$ cat src/rtl/tsense_i2c_slave.sv
module tsense_i2c_slave #(
  parameter logic [3:0] ADDR_HI    = 4'b0011,
  parameter int         FILT       = 4,
  parameter int         TMO_CYCLES = 3_125_000
) (
  input  logic        clk,
  input  logic        rst_n,
  input  logic        scl_i,
  input  logic        sda_i,
  output logic        sda_oe,
  input  logic [2:0]  strap,
  input  logic        tmo_en,
  output logic [7:0]  reg_addr,
  output logic        reg_wr,
  output logic [15:0] reg_wdata,
  input  logic [15:0] reg_rdata
);

  localparam int TW = $clog2(TMO_CYCLES + 1);

  typedef enum logic [2:0] {S_IDLE, S_ADDR, S_PTR, S_WHI, S_WLO, S_RD} st_t;

  logic [1:0]      scl_s, sda_s;
  logic [FILT-1:0] scl_h, sda_h;
  logic            scl_f, sda_f, scl_d, sda_d;
  st_t             st;
  logic            in_ack, rw, second, mack;
  logic [3:0]      bit_cnt;
  logic [7:0]      sreg, wr_hi;
  logic [15:0]     tx;
  logic [2:0]      strap_q;
  logic [TW-1:0]   tmo_cnt;

  always_ff @(posedge clk or negedge rst_n)
    if (!rst_n) begin
      scl_s <= '1; sda_s <= '1; scl_h <= '1; sda_h <= '1;
      scl_f <= 1'b1; sda_f <= 1'b1; scl_d <= 1'b1; sda_d <= 1'b1;
    end else begin
      scl_s <= {scl_s[0], scl_i};
      sda_s <= {sda_s[0], sda_i};
      scl_h <= {scl_h[FILT-2:0], scl_s[1]};
      sda_h <= {sda_h[FILT-2:0], sda_s[1]};
      if (&scl_h) scl_f <= 1'b1; else if (~|scl_h) scl_f <= 1'b0;
      if (&sda_h) sda_f <= 1'b1; else if (~|sda_h) sda_f <= 1'b0;
      scl_d <= scl_f;
      sda_d <= sda_f;
    end

  wire scl_rise  = scl_f & ~scl_d;
  wire scl_fall  = ~scl_f & scl_d;
  wire start_det = scl_f & scl_d & sda_d & ~sda_f;
  wire stop_det  = scl_f & scl_d & ~sda_d & sda_f;
  wire addr_ok   = sreg[7:1] == {ADDR_HI, strap_q};
  wire rx_st     = st inside {S_ADDR, S_PTR, S_WHI, S_WLO};
  wire tmo_hit   = tmo_cnt == TW'(TMO_CYCLES);

  always_ff @(posedge clk or negedge rst_n)
    if (!rst_n) tmo_cnt <= '0;
    else if (!tmo_en || scl_f || st == S_IDLE) tmo_cnt <= '0;
    else if (!tmo_hit) tmo_cnt <= tmo_cnt + 1'b1;

  always_ff @(posedge clk or negedge rst_n)
    if (!rst_n) begin
      st <= S_IDLE; in_ack <= 1'b0; rw <= 1'b0; second <= 1'b0; mack <= 1'b0;
      bit_cnt <= '0; sreg <= '0; wr_hi <= '0; tx <= '0; strap_q <= '0;
      sda_oe <= 1'b0; reg_addr <= '0; reg_wr <= 1'b0; reg_wdata <= '0;
    end else begin
      reg_wr <= 1'b0;
      if (start_det) begin
        st <= S_ADDR; bit_cnt <= '0; in_ack <= 1'b0; sda_oe <= 1'b0;
        strap_q <= strap;
      end else if (stop_det || tmo_hit) begin
        st <= S_IDLE; in_ack <= 1'b0; sda_oe <= 1'b0;
      end else if (st != S_IDLE) begin
        if (scl_rise) begin
          if (in_ack) mack <= ~sda_f;
          else begin
            bit_cnt <= bit_cnt + 4'd1;
            if (rx_st) sreg <= {sreg[6:0], sda_f};
          end
        end else if (scl_fall) begin
          if (in_ack) begin
            in_ack <= 1'b0; bit_cnt <= '0; sda_oe <= 1'b0;
            case (st)
              S_ADDR: if (rw) begin
                        st <= S_RD; tx <= reg_rdata; sda_oe <= ~reg_rdata[15]; second <= 1'b0;
                      end else st <= S_PTR;
              S_PTR:  st <= S_WHI;
              S_WHI:  st <= S_WLO;
              S_RD:   if (mack && !second) begin
                        second <= 1'b1; sda_oe <= ~tx[15];
                      end else st <= S_IDLE;
              default: st <= S_IDLE;
            endcase
          end else if (bit_cnt == 4'd8) begin
            if (st == S_RD) begin
              sda_oe <= 1'b0; in_ack <= 1'b1; tx <= {tx[14:0], 1'b0};
            end else if (st == S_ADDR && !addr_ok) begin
              st <= S_IDLE;
            end else begin
              in_ack <= 1'b1; sda_oe <= 1'b1;
              case (st)
                S_ADDR:  rw <= sreg[0];
                S_PTR:   reg_addr <= sreg;
                S_WHI:   wr_hi <= sreg;
                S_WLO:   begin reg_wr <= 1'b1; reg_wdata <= {wr_hi, sreg}; end
                default: ;
              endcase
            end
          end else if (st == S_RD) begin
            tx <= {tx[14:0], 1'b0};
            sda_oe <= ~tx[14];
          end
        end
      end
    end


  idle_release_chk: assert property (@(posedge clk) disable iff (!rst_n)
    st == S_IDLE |-> !sda_oe);


  single_strobe_chk: assert property (@(posedge clk) disable iff (!rst_n)
    reg_wr |=> !reg_wr);


  strap_sample_chk: assert property (@(posedge clk) disable iff (!rst_n)
    start_det |=> (st == S_ADDR && !sda_oe && strap_q == $past(strap)));


  timeout_idle_chk: assert property (@(posedge clk) disable iff (!rst_n)
    tmo_hit |=> (st == S_IDLE && !sda_oe));


  timeout_off_chk: assert property (@(posedge clk) disable iff (!rst_n)
    !tmo_en |=> !tmo_hit);


  addr_refuse_chk: assert property (@(posedge clk) disable iff (!rst_n)
    (scl_fall && !in_ack && bit_cnt == 4'd8 && st == S_ADDR && !addr_ok
     && !start_det && !stop_det && !tmo_hit) |=> (st == S_IDLE && !sda_oe));

endmodule

$ cat config.mk
export PLATFORM = sky130hd
export DESIGN_NAME = tsense_i2c_slave
export DESIGN_NICKNAME = d
export VERILOG_FILES = /design/src/rtl/tsense_i2c_slave.sv
export SDC_FILE = /design/constraint.sdc
export NUM_CORES = 1
export LEC_CHECK = 0
export BUFFER_PORTS_ARGS = -buffer_cell sky130_fd_sc_hd__buf_2
export CORE_MARGIN = 2
export CORE_UTILIZATION = 44
export CTS_BUF_LIST = sky130_fd_sc_hd__clkbuf_2
export CTS_CLUSTER_SIZE = 30
export DETAILED_ROUTE_END_ITERATION = 6
export SETUP_SLACK_MARGIN = 0.3
export SYNTH_ARGS = -nofsm -noshare
export SYNTH_HDL_FRONTEND = slang
export SYNTH_SLANG_ARGS = --single-unit
$ cat constraint.sdc
create_clock -name clk -period 2.9 [get_ports clk]
set_input_delay 0.58 -clock clk [delete_from_list [all_inputs] [get_ports clk]]
set_output_delay 0.58 -clock clk [all_outputs]
set_load 0.03 [all_outputs]
# Word level (Yosys, flattened, before mapping)
# Cells that the tools add are included.
[classes] n_addsub=2 mul=0 div=0 order_cmp=0 n_eq_ne=21 n_shift=0 muxes=64 bitwise=20 n_reduce_logical=37
[ops] op="$mux 16" n=4
[ops] op="$mux 22" n=2
[ops] op="$reduce_and 10->1" n=4
[ops] op="$mux 1" n=37
[ops] op="$mux 3" n=11
[ops] op="$mux 4" n=7
[ops] op="$add 22x1->22 const B" n=1
[ops] op="$eq 22x22->1 const B" n=1
[ops] op="$reduce_and 5->1" n=3
[ops] op="$reduce_bool 3->1" n=5
[ops] op="$not 1->1" n=13
[ops] op="$pmux 3 s4" n=1
[ops] op="$reduce_bool 4->1" n=3
[ops] op="$ne 2x2->1 const B" n=5
[ops] op="$reduce_and 9->1" n=1
[ops] op="$ne 4x4->1 const B" n=2
[ops] op="$reduce_and 4->1" n=2
[ops] op="$reduce_and 8->1" n=1
[ops] op="$reduce_or 4->1" n=2
[ops] op="$and 1x1->1" n=7
[ops] op="$eq 7x5->1" n=1
[ops] op="$reduce_and 7->1" n=1
[ops] op="$eq 3x2->1 const B" n=2
[ops] op="$eq 3x3->1 const B" n=2
[ops] op="other kinds (16)" n=26
[totals] register_bits=110 latch_bits=0 ramBits=0 rom_bits=0 input_bits=24 output_inout_bits=26 wordCells=167 memories=0

# Longest topological paths before layout
# Gate-level depths: netlist of the first run.
[depth] word_depth=12 ltp_mapped=9 mapped_depth_nobuf=7

# Worst setup path before layout of the first run
# Ideal clock, no wire load.
[synth_timing] path_type="register to register" start="register scl_d" end="register reg_addr[0]" setup_ns=0.127 t_arrival_ns=2.351 required_ns=2.773 setup_slack_ns=0.422 path_stages_with_launch=9 path_buffers=1 synth_period_minus_slack_ns=2.478 cell_sequence="dfstp_2 inv_1 ha_1 nand2b_1 or3_1 a2111oi_4 and3_1 buf_4 mux2_1"
[synth_via] elab_chain_cells=6 elab_cells_between_ends=13 classes_between="bitwise: 11; reduce/logical: 2"
[synth_rtl] element="start, declared" line_no="25" rtl="logic scl_f, sda_f, scl_d, sda_d;"
[synth_rtl] element="start signal, assigned" line_no="45" rtl="scl_d <= scl_f;"
[synth_rtl] element="$and 1x1->1" line_no="51, 52"
[synth_rtl] element="$and 1x1->1 (2 in a row)" line_no="52" rtl="wire stop_det = scl_f & scl_d & ~sda_d & sda_f;"
[synth_rtl] element="$logic_or 1x1->1" line_no="72" rtl="end else if (stop_det || tmo_hit) begin"
[synth_rtl] element="$not 1->1 (no source line)"
[synth_rtl] element="$reduce_and 10->1 (no source line) (*)"
[synth_rtl] element="end signal, assigned" line_no="104" rtl="S_PTR: reg_addr <= sreg;"
[synth_rtl] element="end, declared" line_no="13" rtl="output logic [7:0] reg_addr,"
# Mark *: on every way between the ends. The rest lies on a longest branch, timed or not.
# A chain may end at the register's enable or synchronous reset.

# Worst setup path in the final report of the first run
[layout_timing] start="register scl_d" end="register reg_addr[2]"
# Same word-level chain as after synthesis.

==> results of run 1 <==
-- cell usage in the layout (no fill, tap or decap), drive strengths merged, types with 10 or more instances in the layout --
cell type  count
a21oi         15
buf           56
clkbuf        10
dfrtp         94
dfstp         16
inv           21
mux2          71
nand2         28
nand3         17
nor2          31
o21ai         11
xnor2         14
-- power groups by stage --
stage               registers [mW]  clock network (mW)  logic, mW
finish                        1.58               0.714     0.0794
global route                  1.59               0.807     0.0933
global placement              1.60                   0     0.0776
CTS                           1.58               0.756     0.0827
floorplan                     1.60                   0     0.0254
detailed placement            1.61                   0     0.0790
-- logic make-up after synthesis --
family,count (synthesis),synth area share
xor gates and xnor gates,22,0.0373
AOI/OAI and AO/OA,49,0.0662
muxes,73,0.166
adders and majority gates,8,0.0194
buffers and inverters,36,0.0305
DFF,110,0.537
and+or+nand+nor,134,0.143
-- final cells by class --
cell class / instances / area share
Clock buffer: 10 / 0.00873
Tap cell: 143 / 0.0312
Clock inverter: 6 / 0.0124
Sequential cell: 110 / 0.484
Inverter: 20 / 0.0131
Multi-Input combinational cell: 286 / 0.391
Timing Repair Buffer: 59 / 0.0598
-- worst min path at each step --
stage                       start                endpoint
6_report                 strap[0]  strap_q[0]$_DFFE_PN0P_
5_1_grt                  strap[0]  strap_q[0]$_DFFE_PN0P_
3_3_place_gp   scl_s[1]$_DFF_PN1_      scl_h[0]$_DFF_PN1_
3_5_place_dp   sda_s[1]$_DFF_PN1_      sda_h[0]$_DFF_PN1_
2_1_floorplan               rst_n  bit_cnt[0]$_DFFE_PN0P_
4_1_cts                  strap[0]  strap_q[0]$_DFFE_PN0P_
-- sequential cells by signal, indices dropped and copies added (netlist names), 3 cells and up --
signal and flops:
bit_cnt 4, reg_addr 8, reg_wdata 16, scl_h 4
sda_h 4, sreg 8, st 3, strap_q 3
tmo_cnt 22, tx 16, wr_hi 8
-- what timing repair did --
item / 4_1_cts / 5_1_grt
setup buffers: 0 / 2
hold endpoints to repair: 36 / 0
hold buffers: 3 / 0
endpoints found under the setup margin: 8 / 40
pin swaps: 2 / 3
gates resized for setup: 2 / 2
-- metrics by stage --
step | cells | hold slack [ns]
after floorplan | 432 | 0.284
after global placement | 613 | 0.347
after detailed placement | 613 | 0.347
after CTS | 632 | 0.0752
after global routing | 634 | 0.0652
final | 634 | 0.141
-- metal layers --
layer	up-vias	wire (µm)	part of all wire
li1	1642	-	-
met1	1704	4470	0.46
met2	66	4710	0.48
met3	4	498	0.051
met4	0	48	0.0049
met5	-	0	0
-- worst reg2reg max path, delay by kind of cell (launching register included) --
family                   cells  cell delay, ns
AO/OA/AOI/OAI                1            0.35
adder cells (fa/ha/maj)      1            0.21
buffers and inverters        1            0.06
flip-flops                   1            0.60
multiplexers                 1            0.34
AND/OR/NAND/NOR              3            0.86
==> results.ini, run 1 <==
[pwr]
p_per_area_mw_per_mm2=414
total_power_mw=2.38
pwr-share-clk=0.301
power_switching_mw=0.570
power_frac_comb=0.033
p_sw_frac=0.240
p_int_mw=1.80
leakage_nw=2.62
ir_worst_vdd_v=0.000320
power_frac_seq=0.666

[global_route]
antenna_found_initial=0
first_global_vias=3403
grt_overflow=0
grt_use_met1=0.215
grt_use_met3=0.0578
grt_max_degree=53
globalRoute.busiestLayer=met2
grt_first_pass_wirelength_um=16500
grt_usage=0.163
grt_util_met2=0.257

[worst_setup_path]
worstSetupPathType=reg -> reg
critPathArrivalTime_ns=3.01
r2r_slack_ns=0.43
cp.depth=7
crit_required_ns=3.44
rr_startpoint=scl_d$_DFF_PN1_
endpoint=reg_addr[2]$_DFFE_PN0P_
cp.buffers_inverters=1
critPathLaunchType=flip-flop
crit_fanout=8
crit_chain=inv_1 -> ha_2 -> nand2b_1 -> or3_4 -> a2111oi_4 -> and3_4 -> mux2_1
slowest_delay_ns=0.60
crit_path_end_kind=flip-flop
reg2reg_to=reg_addr[2]$_DFFE_PN0P_
r2r_cells=7
critPathSlowestCell=dfstp_2
critPathLaunch=scl_d$_DFF_PN1_
crit_family=simple AND/OR/NAND/NOR gates

[clock_tree]
clk_pin_slew_ns=0.28
cts_tree=done
cts_root_buffer=clkbuf_2
cts_max_level=3
clock_latency_ns=0.61
cts_buffer_depth=2
cts_buffers=9
cts.sinks=110

[synthesis]
ys_types=57
syn_area_mm2=0.00516
postSynth.asyncResetShare=1.00
synth-main-ff-cell=dfrtp_1
synth_edf_count=0
synth_area_leaders=dfrtp_1 (46%), mux2_2 (12%), dfstp_2 (8.1%), mux2_4 (2.9%), xnor2_1 (2.4%)
syn-num-nets=464
ys_top_cells_by_count=dfrtp_1 (94), mux2_2 (53), nor2_1 (31), nand2_1 (28), inv_1 (20)
yosysMostFrequentCell=dfrtp_1
yosysTopAreaCell=dfrtp_1
synth_top_area_share=0.456
synthCells=432
syn_area_per_cell_um2=11.9
yosys_register_bits=110
ys_seq_area_frac=0.537
yosys_warnings=0

[sta]
hold_viol_final=0
finalCritPeriodShare=0.851
grt_setup_unrepaired=no
period_needed_ns=2.47
slew_violations=0
relSlewSlack=0.413
max_freq_mhz=405
tightest_slew_ns=0.878
clock_skew_ns=0.0330
setup_tns_ns=0
setup_viol=0
layout_setup_ws_ns=0.433

[finish]
nFillCells=1061
ff_latch_area_mm2=0.00277
area_delta_synth_final_pct=11.1
multiInputGateArea_mm2=0.00224
final_area_mm2=0.00573
num_antenna_cells=0
drive_gt1_frac=0.330
final_util=0.502
fin_nets=518

[placement]
place.gp.congestion=0.855
placed_area_mm2=0.00556
dpl_worst_slack_ns=0.132
place_hpwl_um=6630
portBuffers=49

[detailed_routing]
drt-initial-drc-count=167
antenna_left=0
dr.pass1.iters=5
wire_per_inst_um=15.3
via_count=3416
route.detailed.drc=0
routed_via_density=5.39
drt-total-wl_um=9720

[floorplan]
initial_core_util=0.452
ios=50
core_mm2=0.0114
dieArea_mm2=0.0126
core.rowCount=39
die_y_um=112
die_x_um=112

[status]
status=completed

[worst_hold_path]
hold_depth=3
hold_class=in -> reg

[run]
max_cap_viol_count=0

No activity file was read; power rests on OpenSTA's default activity.
==> run 2: changes to the inputs <==
- CORE_ASPECT_RATIO: not set -> 1.2
==> run 2 against run 1 <==
  * Final area is 0.24% higher
  * Non-clock buffer count fell by 1
  * Power is 0.90% higher
  * Sequential power hardly changed
  * Global-route usage up 0.61 points
  * Clock power is 2.9% higher
  * Worst hold slack got worse by 0.015 ns
  * Worst setup slack got worse by 0.016 ns
  * Count of clock-buffer cells in the layout fell by 1
  * Die area is essentially flat
  * Routed wire length is 0.82% higher
  * Final cell count increased by 2.1%
==> results.ini, run 2 (synthesized netlist as in run 1, its figures left out) <==
[finish]
largest_register_ffs=22
mostFrequentLayoutCell=dfrtp_1
area_delta_synth_final_pct=11.4
final_util=0.499
num_antenna_cells=0
largestRegisters=tmo_cnt: 22 flops, reg_wdata: 16 flops, tx: 16 flops
drive_gt1_frac=0.331
final_cell_mix=dfrtp_1 (94), mux2_2 (53), buf_2 (48)
fin_nets=517
largest-register=tmo_cnt

[floorplan]
die_y_um=123
die_x_um=103
core.rowCount=43
ios=50
initial_core_util=0.448
dieArea_mm2=0.0126
core_mm2=0.0115

[global_route]
grt_use_met3=0.0433
first_global_vias=3482
grt_usage=0.169
grt_first_pass_wirelength_um=16700
grt_use_met1=0.223
globalRoute.busiestLayer=met2
antenna_found_initial=0
grt_util_met2=0.270
grt_max_degree=71
grt_overflow=0

[worst_setup_path]
worstSetupPathType=reg -> reg
crit_path_end_kind=flip-flop
rr_startpoint=scl_d$_DFF_PN1_
crit_fanout=8
critPathArrivalTime_ns=3.02
critPathLaunch=scl_d$_DFF_PN1_
cp.buffers_inverters=1
critPathLaunchType=flip-flop
crit_required_ns=3.44
crit_family=simple AND/OR/NAND/NOR gates
slowest_delay_ns=0.61
critPathSlowestCell=dfstp_2
crit_chain=inv_1 -> ha_2 -> nand2b_1 -> or3_1 -> a2111oi_4 -> and3_4 -> mux2_1

[detailed_routing]
drt-total-wl_um=9800
route.detailed.drc=0
routed_via_density=5.30
dr.pass1.iters=4
wire_per_inst_um=15.1
drt-initial-drc-count=250
via_count=3426
antenna_left=0

[placement]
place.gp.congestion=0.833
place_hpwl_um=6790
dpl_worst_slack_ns=0.0893
portBuffers=49

[pwr]
power_frac_comb=0.033
p_int_mw=1.81
ir_worst_vdd_v=0.000215
power_switching_mw=0.591
power_frac_seq=0.660
leakage_nw=2.63
p_sw_frac=0.247
p_per_area_mw_per_mm2=417
pwr-share-clk=0.307

[worst_hold_path]
hold_class=in -> reg
min-delay-start=strap[1]

[sta]
layout_setup_ws_ns=0.417
max_freq_mhz=403
grt_setup_unrepaired=no
tightest_slew_ns=1.04
hold_viol_final=0
hold_slack_ns=0.127
relSlewSlack=0.291
period_needed_ns=2.48
finalCritPeriodShare=0.856
setup_tns_ns=0
slew_violations=0
clock_skew_ns=0.0294
setup_viol=0

[clock_tree]
clock_latency_ns=0.63
cts.sinks=110
cts_max_level=3
cts_buffers=9
clk_pin_slew_ns=0.29
cts_buffer_depth=2
cts_root_buffer=clkbuf_2
cts_tree=done

[run]
max_cap_viol_count=0

[status]
status=completed

[run 2: what timing repair did]
| item | CTS | global route |
|---|---|---|
| buffers inserted | 0 | 0 |
| cloned | 0 | 0 |
| resized for setup | 3 | 2 |
| hold buffers | 3 | 0 |
| endpoints found under the setup margin | 22 | 17 |
| endpoints found under the hold margin | 27 | 0 |
| pin swaps | 2 | 1 |
[run 2: metrics by stage]
stage / cells / cell area (µm²) / total power, mW
2_1_floorplan: 432 / 5160 / 1.63
3_3_place_gp: 628 / 5580 / 1.68
3_5_place_dp: 628 / 5580 / 1.69
4_1_cts: 647 / 5740 / 2.44
5_1_grt: 647 / 5750 / 2.51
6_report: 647 / 5750 / 2.40
[run 2: per-layer routing]
layer | share of wire | vias to the layer above
met5 | 0 | -
met4 | 0.014 | 0
met3 | 0.038 | 12
met2 | 0.49 | 51
met1 | 0.46 | 1723
li1 | - | 1640
[run 2: final timing paths]
path | to | slack, ns | cells after the start
min reg2reg | scl_h[0]$_DFF_PN1_ | 0.37 | 0
max | reg_addr[5]$_DFFE_PN0P_ | 0.42 | 7
max in group asynchronous | sda_d$_DFF_PN1_ | 1.70 | 3
min | strap_q[1]$_DFFE_PN0P_ | 0.13 | 3
max reg2reg | reg_addr[5]$_DFFE_PN0P_ | 0.42 | 7
min in group asynchronous | tx[15]$_DFFE_PN0P_ | 0.45 | 2
[run 2: final cells by class]
cell class	count	area (µm²)
inverter	20	75.1
fill	1094	5770
sequential	110	2770
timing repair buffer	58	335
multi-input combinational	286	2250
clock buffer	9	45.0
clock inverter	7	77.6
tap	157	196
[run 2: power groups by stage]
stage / Combinational, mW / Sequential [mW] / Clock (mW)
floorplan: 0.0254 / 1.60 / 0
global placement: 0.0768 / 1.60 / 0
detailed placement: 0.0795 / 1.61 / 0
CTS: 0.0833 / 1.58 / 0.778
global route: 0.0931 / 1.59 / 0.833
finish: 0.0793 / 1.58 / 0.735
[run 2: worst reg2reg max path, delay by kind of cell, from the launching register on]
family / cells / cell delay, ns
simple gates: 3 / 0.90
fa+ha+maj: 1 / 0.21
mux: 1 / 0.34
compound gates: 1 / 0.31
buf+inv: 1 / 0.06
flops: 1 / 0.61
==> run 3: changes to the inputs <==
- MAX_ROUTING_LAYER: not set -> met4
==> run 3 against run 2 <==
  * Largest power group unchanged
  * Clock skew is 0.0049 ns higher
  * Count of clock-buffer cells in the layout unchanged
  * Global-route usage up 0.49 points
  * Clock power about the same
  * Critical path depth stayed put
  * Final cell count unchanged
  * Non-clock buffer count did not move
==> results.ini, run 3 (synthesized netlist as in run 1, its figures left out) <==
[status]
status=completed

[clock_tree]
cts_root_buffer=clkbuf_2
cts_max_level=3
post_cts_buffers=0
cts_tree=done
cts.sinks=110
clock_latency_ns=0.62
clk_pin_slew_ns=0.29
cts_buffer_depth=2
cts_buffers=9

[worst_setup_path]
rr_startpoint=scl_d$_DFF_PN1_
critPathArrivalTime_ns=3.00
r2r_cells=7
crit_path_end_kind=flip-flop
reg2reg_to=reg_addr[5]$_DFFE_PN0P_
r2r_slack_ns=0.43
crit_required_ns=3.43
worstSetupPathType=reg -> reg
endpoint=reg_addr[5]$_DFFE_PN0P_
critPathLaunch=scl_d$_DFF_PN1_
critPathLaunchType=flip-flop
crit_fanout=8

[run]
max_cap_viol_count=0

[detailed_routing]
routed_via_density=5.27
wire_per_inst_um=15.1
drt-initial-drc-count=240
dr.pass1.iters=4
antenna_left=0
drt-total-wl_um=9800
via_count=3408
route.detailed.drc=0

[finish]
largest-register=tmo_cnt
drive_gt1_frac=0.331
num_antenna_cells=0
final_cell_mix=dfrtp_1 (94), mux2_2 (53), buf_2 (48)
largestRegisters=tmo_cnt: 22 flops, reg_wdata: 16 flops, tx: 16 flops
mostFrequentLayoutCell=dfrtp_1
largest_register_ffs=22
area_delta_synth_final_pct=11.4
fin_nets=517

[floorplan]
die_x_um=103
core.rowCount=43
dieArea_mm2=0.0126
die_y_um=123
ios=50
initial_core_util=0.448
core_mm2=0.0115

[global_route]
grt_first_pass_wirelength_um=16600
grt_usage=0.174
first_global_vias=3485
grt_overflow=0
grt_max_degree=71
antenna_found_initial=0

[pwr]
p_per_area_mw_per_mm2=417
total_power_mw=2.40
ir_worst_vdd_v=0.000215
leakage_nw=2.63

[placement]
place_hpwl_um=6790
place.gp.congestion=0.846
portBuffers=49

[sta]
slew_violations=0
grt_setup_unrepaired=no
tightest_slew_ns=1.12
relSlewSlack=0.231
hold_viol_final=0
finalCritPeriodShare=0.853
setup_viol=0
period_needed_ns=2.47
clock_skew_ns=0.0343
setup_tns_ns=0
max_freq_mhz=404

[worst_hold_path]
hold_class=in -> reg

==> run 3: timing repair <==
action / in CTS / in global routing
gates resized for setup: 3 / 2
pin swaps: 2 / 1
endpoints found under the hold margin: 27 / 0
endpoints found under the setup margin: 22 / 17
hold buffers: 3 / 0
==> run 3: critical path, cell delays in order, from the launching register on <==
cell	delay [ns]
dfstp_2	0.61
inv_1	0.06
ha_2	0.21
nand2b_1	0.18
or3_1	0.38
a2111oi_4	0.31
and3_4	0.33
mux2_1	0.34
==> run 3: area by class of cell <==
cell class,instances,area (µm²)
sequential,110,2770
clock buffer,9,45.0
inverter,20,75.1
clock inverter,7,77.6
multi-input combinational,286,2250
timing repair buffer,58,335
tap,157,196
fill,1094,5770
==> run 3: routing by layer <==
layer | vias to the layer above | wire length (µm) | GRT usage
li1 | 1641 | - | -
met1 | 1702 | 4550 | 0.223
met2 | 57 | 4800 | 0.272
met3 | 8 | 354 | 0.0404
met4 | 0 | 95 | 0.0609
met5 | - | 0 | -
==> run 3: report_power, final <==
group	switching (mW)	leakage (nW)	internal [mW]	total [mW]
Clock	0.524	0.0733	0.209	0.734
Combinational	0.0503	1.09	0.0290	0.0793
Sequential	0.0149	1.46	1.57	1.58
==> run 3: how the worst min path moves through the flow <==
stage	end	start	cells past startpoint	slack (ns)
2_1_floorplan	bit_cnt[0]$_DFFE_PN0P_	rst_n	0	0.28
3_3_place_gp	scl_s[1]$_DFF_PN1_	scl_s[0]$_DFF_PN1_	0	0.35
3_5_place_dp	scl_s[1]$_DFF_PN1_	scl_s[0]$_DFF_PN1_	0	0.35
4_1_cts	strap_q[1]$_DFFE_PN0P_	strap[1]	3	0.06
5_1_grt	strap_q[2]$_DFFE_PN0P_	strap[2]	3	0.08
6_report	strap_q[1]$_DFFE_PN0P_	strap[1]	3	0.14
==> run 3: per-stage QoR <==
stage / hold WS, ns / setup slack [ns] / area [µm²] / utilization / cells
2_1_floorplan: 0.284 / 0.422 / 5160 / - / 432
5_1_grt: 0.0826 / 0.318 / 5750 / 0.499 / 647
3_3_place_gp: 0.346 / 0.205 / 5580 / 0.485 / 628
6_report: 0.139 / 0.427 / 5750 / 0.499 / 647
3_5_place_dp: 0.347 / 0.0893 / 5580 / 0.485 / 628
4_1_cts: 0.0585 / 0.350 / 5740 / 0.498 / 647
